===== config.mk =====
export PLATFORM = sky130hd
export DESIGN_NAME = ssi_dual_read_master
export DESIGN_NICKNAME = d
export VERILOG_FILES = /design/src/rtl/ssi_pkg.sv /design/src/rtl/ssi_phase_timer.sv /design/src/rtl/ssi_rx_shift.sv /design/src/rtl/ssi_frame_cmp.sv /design/src/rtl/ssi_dual_read_master.sv
export SDC_FILE = /design/constraint.sdc
export NUM_CORES = 1
export LEC_CHECK = 0
export ABC_CLOCK_PERIOD_IN_PS = 10000
export BUFFER_PORTS_ARGS = -buffer_cell sky130_fd_sc_hd__buf_2
export CORE_ASPECT_RATIO = 1.1
export CORE_UTILIZATION = 30
export DETAILED_ROUTE_END_ITERATION = 10
export HOLD_SLACK_MARGIN = 0.05
export PLACE_DENSITY = 0.46
export SLEW_MARGIN = 20
export SYNTH_ARGS = -nofsm -noshare
export SYNTH_HDL_FRONTEND = slang
export SYNTH_HIERARCHICAL = 1
export SYNTH_SLANG_ARGS = --single-unit
export TNS_END_PERCENT = 1

===== constraint.sdc =====
create_clock -name clk -period 10 [get_ports clk]
set_clock_uncertainty 0.2 [all_clocks]
set_input_delay 0.5 -clock clk [delete_from_list [all_inputs] [get_ports clk]]
set_output_delay 0.5 -clock clk [all_outputs]
set_load 0.02 [all_outputs]

===== src/rtl/ssi_pkg.sv =====
package ssi_pkg;

    typedef enum logic [2:0] {
        ST_IDLE,
        ST_LOW,
        ST_HIGH,
        ST_CHK,
        ST_GAP,
        ST_REC
    } ssi_state_e;

    typedef struct packed {
        logic mismatch;
        logic line;
    } ssi_err_t;

    localparam ssi_err_t ERR_NONE = '{mismatch: 1'b0, line: 1'b0};
    localparam ssi_err_t ERR_LINE = '{mismatch: 1'b0, line: 1'b1};

    function automatic ssi_err_t err_merge(input ssi_err_t a, input ssi_err_t b);
        ssi_err_t r;
        r.mismatch = a.mismatch | b.mismatch;
        r.line     = a.line | b.line;
        return r;
    endfunction

endpackage


===== src/rtl/ssi_phase_timer.sv =====
module ssi_phase_timer #(
    parameter int W = 16
) (
    input  logic         clk,
    input  logic         rst,
    input  logic         restart,
    input  logic [W-1:0] span,
    output logic         expire
);
    logic [W-1:0] cnt_q;

    always_ff @(posedge clk) begin
        if (rst || restart) cnt_q <= '0;
        else                cnt_q <= cnt_q + 1'b1;
    end

    assign expire = (cnt_q == span - 1'b1);
endmodule


===== src/rtl/ssi_rx_shift.sv =====
module ssi_rx_shift #(
    parameter int W = 32
) (
    input  logic         clk,
    input  logic         rst,
    input  logic         clr,
    input  logic         en,
    input  logic         din,
    output logic [W-1:0] word
);
    always_ff @(posedge clk) begin
        if (rst || clr) word <= '0;
        else if (en)    word <= {word[W-2:0], din};
    end
endmodule


===== src/rtl/ssi_frame_cmp.sv =====
module ssi_frame_cmp #(
    parameter int W = 32
) (
    input  logic         clk,
    input  logic         rst,
    input  logic         store,
    input  logic [W-1:0] cur,
    output logic [W-1:0] first,
    output logic         same
);
    logic [W-1:0] diff;

    always_ff @(posedge clk) begin
        if (rst)        first <= '0;
        else if (store) first <= cur;
    end

    for (genvar i = 0; i < W; i++) begin : g_bit
        assign diff[i] = first[i] ^ cur[i];
    end

    assign same = ~|diff;
endmodule


===== src/rtl/ssi_dual_read_master.sv =====
module ssi_dual_read_master
    import ssi_pkg::*;
#(
    parameter int MAX_BITS = 32,
    parameter int HALF_W   = 8,
    parameter int CNT_W    = 16,
    parameter int GAP_CYC  = 200,
    parameter int REC_CYC  = 3500,
    localparam int BITS_W  = $clog2(MAX_BITS + 1)
) (
    input  logic                clk,
    input  logic                rst,
    input  logic                start_i,
    input  logic                sdata_i,
    input  logic [BITS_W-1:0]   cfg_bits_i,
    input  logic [HALF_W-1:0]   cfg_half_i,
    output logic                sclk_o,
    output logic                busy_o,
    output logic [MAX_BITS-1:0] word_o,
    output logic                valid_o,
    output logic                err_o,
    output logic [1:0]          err_code_o
);
    localparam logic [CNT_W-1:0]  GAP_SPAN = CNT_W'(GAP_CYC);
    localparam logic [CNT_W-1:0]  REC_SPAN = CNT_W'(REC_CYC);
    localparam logic [BITS_W-1:0] MAX_LEN  = BITS_W'(MAX_BITS);

    ssi_state_e st_q, st_d;
    logic [BITS_W-1:0]   nbits_q, bitcnt_q, nbits_sel;
    logic [HALF_W-1:0]   half_q, half_sel;
    logic                second_q;
    ssi_err_t            pend_q, err_q, chk_err;
    logic                valid_q;
    logic [MAX_BITS-1:0] word_q;

    logic [CNT_W-1:0]    span;
    logic                t_exp;
    logic                accept, refuse, bit_end, last_bit, in_chk;
    logic                shift_clr, store_first, same;
    logic [MAX_BITS-1:0] rx_word, first_word;

    // Configuration capture with range limits.
    always_comb begin
        if (cfg_bits_i == '0)          nbits_sel = BITS_W'(1);
        else if (cfg_bits_i > MAX_LEN) nbits_sel = MAX_LEN;
        else                           nbits_sel = cfg_bits_i;
        half_sel = (cfg_half_i == '0) ? HALF_W'(1) : cfg_half_i;
    end

    assign accept      = (st_q == ST_IDLE) && start_i && sdata_i;
    assign refuse      = (st_q == ST_IDLE) && start_i && !sdata_i;
    assign bit_end     = (st_q == ST_HIGH) && t_exp;
    assign last_bit    = bit_end && (bitcnt_q == nbits_q - 1'b1);
    assign in_chk      = (st_q == ST_CHK);
    assign store_first = in_chk && !second_q;
    assign shift_clr   = accept || store_first;

    always_comb begin
        chk_err      = ERR_NONE;
        chk_err.line = in_chk && sdata_i;
    end

    // Span of the current phase.
    always_comb begin
        unique case (st_q)
            ST_GAP:  span = GAP_SPAN;
            ST_REC:  span = REC_SPAN;
            default: span = CNT_W'(half_q);
        endcase
    end

    always_comb begin
        st_d = st_q;
        unique case (st_q)
            ST_IDLE: if (accept) st_d = ST_LOW;
            ST_LOW:  if (t_exp) st_d = ST_HIGH;
            ST_HIGH: if (t_exp) st_d = last_bit ? ST_CHK : ST_LOW;
            ST_CHK:  st_d = second_q ? ST_REC : ST_GAP;
            ST_GAP:  if (t_exp) st_d = ST_LOW;
            ST_REC:  if (t_exp) st_d = ST_IDLE;
            default: st_d = ST_IDLE;
        endcase
    end

    ssi_phase_timer #(.W(CNT_W)) u_timer (
        .clk     (clk),
        .rst     (rst),
        .restart (st_d != st_q),
        .span    (span),
        .expire  (t_exp)
    );

    ssi_rx_shift #(.W(MAX_BITS)) u_shift (
        .clk  (clk),
        .rst  (rst),
        .clr  (shift_clr),
        .en   (bit_end),
        .din  (sdata_i),
        .word (rx_word)
    );

    ssi_frame_cmp #(.W(MAX_BITS)) u_cmp (
        .clk   (clk),
        .rst   (rst),
        .store (store_first),
        .cur   (rx_word),
        .first (first_word),
        .same  (same)
    );

    always_ff @(posedge clk) begin
        if (rst) begin
            st_q     <= ST_IDLE;
            nbits_q  <= BITS_W'(1);
            half_q   <= HALF_W'(1);
            bitcnt_q <= '0;
            second_q <= 1'b0;
            pend_q   <= ERR_NONE;
            err_q    <= ERR_NONE;
            valid_q  <= 1'b0;
            word_q   <= '0;
        end else begin
            st_q    <= st_d;
            valid_q <= 1'b0;
            if (accept) begin
                nbits_q  <= nbits_sel;
                half_q   <= half_sel;
                bitcnt_q <= '0;
                second_q <= 1'b0;
                pend_q   <= ERR_NONE;
                err_q    <= ERR_NONE;
            end else if (refuse) begin
                err_q <= ERR_LINE;
            end
            if (bit_end) bitcnt_q <= bitcnt_q + 1'b1;
            if (in_chk) begin
                bitcnt_q <= '0;
                if (!second_q) begin
                    second_q <= 1'b1;
                    pend_q   <= err_merge(pend_q, chk_err);
                end else begin
                    err_q          <= err_merge(pend_q, chk_err);
                    err_q.mismatch <= pend_q.mismatch | !same;
                    word_q         <= first_word;
                    valid_q        <= 1'b1;
                end
            end
        end
    end

    assign sclk_o     = (st_q != ST_LOW);
    assign busy_o     = (st_q != ST_IDLE);
    assign word_o     = word_q;
    assign valid_o    = valid_q;
    assign err_code_o = {err_q.mismatch, err_q.line};
    assign err_o      = err_q.mismatch | err_q.line;
endmodule


Word level (Yosys, flattened, before mapping)
Index checks and enable logic that the tools add are counted.
{"block": "totals", "regBits": 141, "input_bits": 18, "out_inout_bits": 38, "word_cells": 111}
{"block": "op_classes", "addsub": 4, "n_lt_le_gt_ge": 1, "eq_ne": 10, "muxes": 25, "n_bitwise": 36, "reduce_logical": 21}
{"cell": "$reduce_or A32 Y1", "count": 1}
{"cell": "$xor A1 B1 Y1", "count": 32}
{"cell": "$mux W6", "count": 4}
{"cell": "$pmux W12 S2", "count": 1}
{"cell": "$pmux W3 S6", "count": 1}
{"cell": "$add A16 B1 Y16 const B", "count": 1}
{"cell": "$eq A16 B16 Y1", "count": 1}
{"cell": "$mux W2", "count": 8}
{"cell": "$mux W3", "count": 5}
{"cell": "$sub A12 B1 Y13 const B", "count": 1}
{"cell": "$logic_not A8 Y1", "count": 1}
{"cell": "$mux W8", "count": 1}
{"cell": "$logic_and A1 B1 Y1", "count": 7}
{"cell": "$add A6 B1 Y6 const B", "count": 1}
{"cell": "$eq A3 B2 Y1 const B", "count": 2}
{"cell": "$eq A3 B3 Y1 const B", "count": 2}
{"cell": "$eq A6 B6 Y1", "count": 1}
{"cell": "$gt A6 B6 Y1 const B", "count": 1}
{"cell": "$logic_not A6 Y1", "count": 1}
{"cell": "$sub A6 B1 Y6 const B", "count": 1}
{"cell": "$mux W1", "count": 5}
{"cell": "$reduce_or A2 Y1", "count": 2}
{"cell": "$eq A3 B1 Y1 const B", "count": 1}
{"cell": "$logic_not A3 Y1", "count": 1}
{"cell": "10 further kinds", "count": 15}

Longest topological paths before layout
{"block": "depth", "depth_word": 11, "depth_mapped": 17, "depth_no_buf": 14}

By module
Netlist, hierarchy kept.
{"module": "ssi_dual_read_master", "n_inst": 1, "cells_per_inst": 327, "area_per_inst_um2": 2636.3, "seq_area_each_um2": 1221.2}
{"module": "ssi_frame_cmp", "n_inst": 1, "cells_per_inst": 146, "area_per_inst_um2": 1466.4, "seq_area_each_um2": 640.6}
{"module": "ssi_phase_timer", "n_inst": 1, "cells_per_inst": 156, "area_per_inst_um2": 1206.2, "seq_area_each_um2": 320.3}
{"module": "ssi_rx_shift", "n_inst": 1, "cells_per_inst": 105, "area_per_inst_um2": 1156.1, "seq_area_each_um2": 640.6}

Worst setup path before layout
OpenSTA, ideal clock, no wires.
{"block": "synth_path", "path_kind": "register -> register", "startpoint": "register st_q[1]", "endpoint": "register u_shift.word[0]", "setup_time_ns": 0.114, "t_arrival_ns": 3.929, "required_time_ns": 9.686, "slack_ns": 5.756, "stages_incl_launch_ff": 17, "n_path_buf": 4, "synth_period_minus_slack_ns": 4.244, "path_cell_list": "dfxtp_1 buf_6 and2b_1 nand2_1 inv_1 or4_1 or4_4 or4_1 a2bb2oi_1 nand4_1 a211oi_2 and4bb_1 buf_6 buf_4 buf_4 mux2i_1 nor2_1"}
{"block": "synth_between", "elab_chain_len": 5, "word_cells_on_any_way": 14, "cone_classes": "add/sub: 1; eq/ne: 5; mux: 1; reduce/logical: 7"}
{"element": "start, declared", "line_no": "ssi_dual_read_master.sv:28", "source": "ssi_state_e st_q, st_d;"}
{"element": "start signal, assigned", "line_no": "ssi_dual_read_master.sv:123", "source": "st_q <= st_d;"}
{"element": "$eq A3 B3 Y1", "line_no": "ssi_dual_read_master.sv:65", "source": "unique case (st_q)"}
{"element": "$pmux W12 S2 (*)", "line_no": "ssi_dual_read_master.sv:65"}
{"element": "via span[10]", "line_no": "ssi_dual_read_master.sv:36", "source": "logic [CNT_W-1:0] span;"}
{"element": "$sub A12 B1 Y13 (*)", "line_no": "ssi_phase_timer.sv:17", "source": "assign expire = (cnt_q == span - 1'b1);"}
{"element": "$eq A16 B16 Y1 (*)", "line_no": "ssi_phase_timer.sv:17"}
{"element": "via t_exp", "line_no": "ssi_dual_read_master.sv:37", "source": "logic t_exp;"}
{"element": "$logic_and A1 B1 Y1 (*)", "line_no": "ssi_dual_read_master.sv:52", "source": "assign bit_end = (st_q == ST_HIGH) && t_exp;"}
{"element": "via bit_end", "line_no": "ssi_dual_read_master.sv:38", "source": "logic accept, refuse, bit_end, last_bit, in_chk;"}
{"element": "end signal, assigned", "line_no": "ssi_rx_shift.sv:13", "source": "else if (en) word <= {word[W-2:0], din};"}
{"element": "end, declared", "line_no": "ssi_rx_shift.sv:9", "source": "output logic [W-1:0] word"}
Mark *: on every way through the listed nets, which the timed path passes. The rest lies on a longest branch.
A chain may end at the register's enable or synchronous reset.

Final worst setup path
{"block": "layout_path", "startpoint": "register st_q[1]", "endpoint": "register bitcnt_q[2]"}
{"block": "layout_between", "elab_chain_len": 6, "word_cells_on_any_way": 14, "cone_classes": "add/sub: 1; eq/ne: 5; mux: 2; reduce/logical: 6"}
{"element": "$eq A3 B3 Y1", "line_no": "ssi_dual_read_master.sv:65"}
{"element": "$pmux W12 S2 (*)", "line_no": "ssi_dual_read_master.sv:65"}
{"element": "via span[10]", "line_no": "ssi_dual_read_master.sv:36"}
{"element": "$sub A12 B1 Y13 (*)", "line_no": "ssi_phase_timer.sv:17"}
{"element": "$eq A16 B16 Y1 (*)", "line_no": "ssi_phase_timer.sv:17"}
{"element": "via t_exp", "line_no": "ssi_dual_read_master.sv:37"}
{"element": "$logic_and A1 B1 Y1 (*)", "line_no": "ssi_dual_read_master.sv:52"}
{"element": "$mux W6 / $reduce_bool A2 Y1 (equally long branches)"}
{"element": "end signal, assigned", "line_no": "ssi_dual_read_master.sv:135", "source": "if (bit_end) bitcnt_q <= bitcnt_q + 1'b1;"}
{"element": "end, declared", "line_no": "ssi_dual_read_master.sv:29", "source": "logic [BITS_W-1:0] nbits_q, bitcnt_q, nbits_sel;"}
Marked as above.

==> impl_results.html <==
<table>
<tr><th>Metric</th><th>Value</th></tr>
<tr><th colspan="2">Run status</th></tr>
<tr><td>Run status</td><td>complete, no violations</td></tr>
<tr><th colspan="2">Timing</th></tr>
<tr><td>Number of failing hold endpoints at the final stage</td><td>0</td></tr>
<tr><td>Post-route clock period utilization</td><td>0.501</td></tr>
<tr><td>Fmax</td><td>199 MHz</td></tr>
<tr><td>Setup repair after global routing missed its margin</td><td>no</td></tr>
<tr><td>Slew at the pin closest to its max-slew limit</td><td>0.692 ns</td></tr>
<tr><td>Max_slew headroom</td><td>0.539</td></tr>
<tr><td>Final critical-path required period</td><td>5.01 ns</td></tr>
<tr><td>Final setup violation count</td><td>0</td></tr>
<tr><td>Slew Viols, Final</td><td>0</td></tr>
<tr><td>Sum of negative setup slack</td><td>0 ns</td></tr>
<tr><th colspan="2">Logic synthesis</th></tr>
<tr><td>Number of different library cells in the post-synthesis netlist</td><td>61</td></tr>
<tr><td>Leading post-synthesis cells by cell area</td><td>sky130_fd_sc_hd__dfxtp_1 44%, sky130_fd_sc_hd__mux2i_1 9.9%, sky130_fd_sc_hd__xor2_1 7.2%</td></tr>
<tr><td>Part of the Yosys area used for sequential elements</td><td>0.437</td></tr>
<tr><td>Most frequent cells after synthesis</td><td>141 x sky130_fd_sc_hd__dfxtp_1, 104 x sky130_fd_sc_hd__nand2_1, 102 x sky130_fd_sc_hd__nor2_1</td></tr>
<tr><td>Count of flip-flops with a built-in enable after synthesis</td><td>0</td></tr>
<tr><td>Mean Syn Cell Area</td><td>8.81 µm²</td></tr>
<tr><td>Post-synthesis instance total</td><td>734</td></tr>
<tr><td>Most area-hungry cell type in the Yosys netlist</td><td>sky130_fd_sc_hd__dfxtp_1</td></tr>
<tr><td>Dominant cell by count in the synthesized netlist</td><td>sky130_fd_sc_hd__dfxtp_1</td></tr>
<tr><td>Warning count from the yosys run</td><td>6</td></tr>
<tr><td>Combined area of all synthesized cells</td><td>6460 µm²</td></tr>
<tr><td>Yosys reg bits</td><td>141</td></tr>
<tr><td>Area share of the largest cell type after synthesis</td><td>0.437</td></tr>
<tr><td>Most common flop cell mapped by yosys</td><td>sky130_fd_sc_hd__dfxtp_1</td></tr>
<tr><td>FFs w/ async S/R, synth</td><td>0</td></tr>
<tr><th colspan="2">Clock network</th></tr>
<tr><td>Number of buffers created by CTS</td><td>17</td></tr>
<tr><td>Root cell of the clock tree</td><td>sky130_fd_sc_hd__clkbuf_16</td></tr>
<tr><td>Number of levels in the clock H-tree</td><td>4</td></tr>
<tr><td>CTS clock-pin slew for the worst setup and hold paths</td><td>0.06 ns</td></tr>
<tr><td>CTS tree</td><td>built</td></tr>
<tr><td>Post CTS Setup Buffer Count</td><td>0</td></tr>
<tr><td>Total of hold buffers inserted after clock tree synthesis</td><td>0</td></tr>
<tr><td>Maximum count of clock buffers along a single path</td><td>2</td></tr>
<tr><td>Number of sinks driven by the clock tree</td><td>141</td></tr>
<tr><td>Insertion delay to the later sink of the worst-skew pair</td><td>0.43 ns</td></tr>
<tr><td>Cells resized by post-CTS repair</td><td>0</td></tr>
<tr><th colspan="2">Floorplanning</th></tr>
<tr><td>Total die area</td><td>22100 µm²</td></tr>
<tr><td>Number of standard-cell rows in the floorplan</td><td>55</td></tr>
<tr><td>Initial cell density of the core</td><td>0.310</td></tr>
<tr><td>Core area</td><td>20900 µm²</td></tr>
<tr><td>Die H</td><td>156 µm</td></tr>
<tr><td>Horizontal extent of the die</td><td>142 µm</td></tr>
<tr><td>I/O Pins</td><td>56</td></tr>
<tr><th colspan="2">Power</th></tr>
<tr><td>Clock group share of total power</td><td>0.510</td></tr>
<tr><td>Sequential share of power</td><td>0.440</td></tr>
<tr><td>Cell-internal power</td><td>0.000987 W</td></tr>
<tr><td>Net Sw Frac</td><td>0.238</td></tr>
<tr><td>Power per standard cell area</td><td>172 nW/µm²</td></tr>
<tr><td>Leakage dissipation</td><td>2.97 nW</td></tr>
<tr><td>Peak supply drop</td><td>0.0697 mV</td></tr>
<tr><td>Net switching power</td><td>0.000308 W</td></tr>
<tr><td>Combinational group share of total power</td><td>0.050</td></tr>
<tr><th colspan="2">Setup path</th></tr>
<tr><td>Arrival time of the worst setup path</td><td>5.15 ns</td></tr>
<tr><td>Worst path bufs/invs</td><td>2</td></tr>
<tr><td>Crit path kind</td><td>register to register</td></tr>
<tr><td>Master of the slowest instance on the critical path</td><td>sky130_fd_sc_hd__or4_1</td></tr>
<tr><td>Setup crit end kind</td><td>register</td></tr>
<tr><td>Slowest Stage Delay on Critical Path</td><td>0.58 ns</td></tr>
<tr><td>Type of element launching the critical path</td><td>register</td></tr>
<tr><td>Dominant cell type by count on the critical path</td><td>sky130_fd_sc_hd__or4_1</td></tr>
<tr><td>Series of cell instances along the critical path</td><td>and2b_1, nand2_1, inv_1, or4_1, or4_4, or4_1, a2bb2oi_1, nand4_1, a211oi_2, and4bb_2, buf_4, or2b_1, a311oi_1</td></tr>
<tr><td>Highest net fanout along the worst path</td><td>42</td></tr>
<tr><td>Data required time of the critical path</td><td>10.13 ns</td></tr>
<tr><td>Category of cells accounting for the largest share of critical-path delay</td><td>simple AND/OR/NAND/NOR gates</td></tr>
<tr><th colspan="2">Detailed routing</th></tr>
<tr><td>DRC viols</td><td>0</td></tr>
<tr><td>Total iterations of the first detailed-routing run</td><td>4</td></tr>
<tr><td>Vias</td><td>4939</td></tr>
<tr><td>Routed wire per std cell</td><td>14.1 µm</td></tr>
<tr><td>Detailed router's first-iteration violation count</td><td>239</td></tr>
<tr><td>Number of routed nets with antenna violations</td><td>0</td></tr>
<tr><td>Via-per-instance ratio</td><td>4.56</td></tr>
<tr><td>Total routed wirelength</td><td>15300 µm</td></tr>
<tr><th colspan="2">Cells and area</th></tr>
<tr><td># diodes</td><td>0</td></tr>
<tr><td>Multi-input gate area</td><td>3390 µm²</td></tr>
<tr><td>Fraction of layout cells with a size suffix above 1</td><td>0.133</td></tr>
<tr><td>Number of fill cells in the layout</td><td>2188</td></tr>
<tr><td>Area delta synth-&gt;final</td><td>16.7%</td></tr>
<tr><td>Count of placed standard cells in the final layout, fillers left out</td><td>1083</td></tr>
<tr><td>Area occupied by registers</td><td>2820 µm²</td></tr>
<tr><td>Nets@finish</td><td>807</td></tr>
<tr><th colspan="2">Place</th></tr>
<tr><td>Detailed placement HPWL</td><td>10400 µm</td></tr>
<tr><td>Port-buffer cells</td><td>55</td></tr>
<tr><td>Post-Place Cells</td><td>1051</td></tr>
<tr><td>Routability congestion estimate from global placement</td><td>0.768</td></tr>
<tr><th colspan="2">Global routing</th></tr>
<tr><td>Overall Global Routing Usage</td><td>0.147</td></tr>
<tr><td>Wire length of the first global-routing pass</td><td>24900 µm</td></tr>
<tr><td>Number of antenna violations at the first check in global routing</td><td>0</td></tr>
<tr><td>Largest net degree at the start of global routing</td><td>60</td></tr>
<tr><td>Total grt overflow</td><td>0</td></tr>
<tr><td>Number of global-route vias before repair</td><td>4701</td></tr>
<tr><th colspan="2">Hold path</th></tr>
<tr><td>Hold/Removal Path Class</td><td>primary input to register</td></tr>
<tr><th colspan="2">Run</th></tr>
<tr><td>Max-cap violations</td><td>0</td></tr>
</table>
## sequential cells by signal (all words and copies together), names as in the netlist
signal and flops:
word_o 32, valid_o 1, pend_q 2, st_q 3
u_timer/cnt_q 16, u_cmp/first 32, half_q 8, bitcnt_q 6
second_q 1, u_shift/word 32, nbits_q 6, err_code_o 2
## final timing paths
kind	from	endpoint	slack [ns]	depth (start not counted)
worst max-delay path	st_q[1]	bitcnt_q[2]	4.99	13
worst min register to register	word_o[31]	word_o[31]	0.25	2
worst min-delay path	cfg_half_i[2]	half_q[2]	0.13	3
worst max register to register	st_q[1]	bitcnt_q[2]	4.99	13
## worst min-delay path, cell delays in order
cell                      delay (ns)
sky130_fd_sc_hd__buf_2          0.10
sky130_fd_sc_hd__nand2_1        0.05
sky130_fd_sc_hd__a21oi_1        0.05
## final cells by class
class                   instances  share of cell area
multi-input cells             553               0.449
flip-flops and latches        141               0.374
clock buffers                  18              0.0569
well taps                     285              0.0473
repair buffers                 61              0.0425
clock inverters                14              0.0242
inverters                      11             0.00547
## per-layer routing
metal,up-vias,wire length (µm),share of wire,GRT usage
met5,-,0,0,0
met4,0,208,0.014,0.0599
met3,16,403,0.026,0.0328
li1,2571,-,-,-
met1,2283,7750,0.51,0.192
met2,69,6950,0.45,0.234
## layout by cell type, fill, tap and decap left out, types with 5 or more instances in the layout
| cell type | count |
|---|---|
| sky130_fd_sc_hd__nand2b_1 | 9 |
| sky130_fd_sc_hd__buf_2 | 55 |
| sky130_fd_sc_hd__clkbuf_16 | 17 |
| sky130_fd_sc_hd__mux2i_1 | 64 |
| sky130_fd_sc_hd__o21ai_0 | 5 |
| sky130_fd_sc_hd__nor4_1 | 14 |
| sky130_fd_sc_hd__dfxtp_1 | 141 |
| sky130_fd_sc_hd__nor2_1 | 102 |
| sky130_fd_sc_hd__a21oi_1 | 59 |
| sky130_fd_sc_hd__nand2_1 | 104 |
| sky130_fd_sc_hd__conb_1 | 15 |
| sky130_fd_sc_hd__buf_4 | 6 |
| sky130_fd_sc_hd__xor2_1 | 53 |
| sky130_fd_sc_hd__inv_1 | 11 |
| sky130_fd_sc_hd__nand3b_1 | 7 |
| sky130_fd_sc_hd__xnor2_1 | 22 |
| sky130_fd_sc_hd__nor3_1 | 14 |
| sky130_fd_sc_hd__nand3_1 | 14 |
## kinds of logic (layout without fill, tap and decap cells)
logic type,Yosys count,in the layout,share of synthesized area
and+or+nand+nor,309,309,0.228
DFF,141,141,0.437
AOI/OAI and AO/OA,86,86,0.0782
xor gates and xnor gates,75,75,0.102
muxes,64,64,0.0991
buffers and inverters,54,104,0.0480
adders and majority gates,4,4,0.00774
other,1,15,0.000580
## power groups by stage
stage / combinational (W) / sequential [W] / clock (W)
after global routing: 0.0000715 / 0.000571 / 0.000705
final: 0.0000644 / 0.000570 / 0.000660
after global placement: 0.0000648 / 0.000583 / 0
after floorplan: 0.0000511 / 0.000581 / 0
after detailed placement: 0.0000647 / 0.000583 / 0
after CTS: 0.0000650 / 0.000570 / 0.000679
## per-stage QoR
| stage | setup slack (ns) | power, W | utilization | instance area [µm²] | hold WS [ns] |
|---|---|---|---|---|---|
| 2_1_floorplan | 5.76 | 0.000632 | - | 6520 | 0.227 |
| 3_3_place_gp | 5.09 | 0.000648 | 0.332 | 6930 | 0.243 |
| 3_5_place_dp | 5.00 | 0.000648 | 0.332 | 6930 | 0.248 |
| 4_1_cts | 4.98 | 0.00131 | 0.362 | 7540 | 0.119 |
| 5_1_grt | 4.68 | 0.00135 | 0.362 | 7540 | 0.124 |
| 6_report | 4.99 | 0.00129 | 0.362 | 7540 | 0.133 |
No activity file was read; power rests on OpenSTA's default activity.
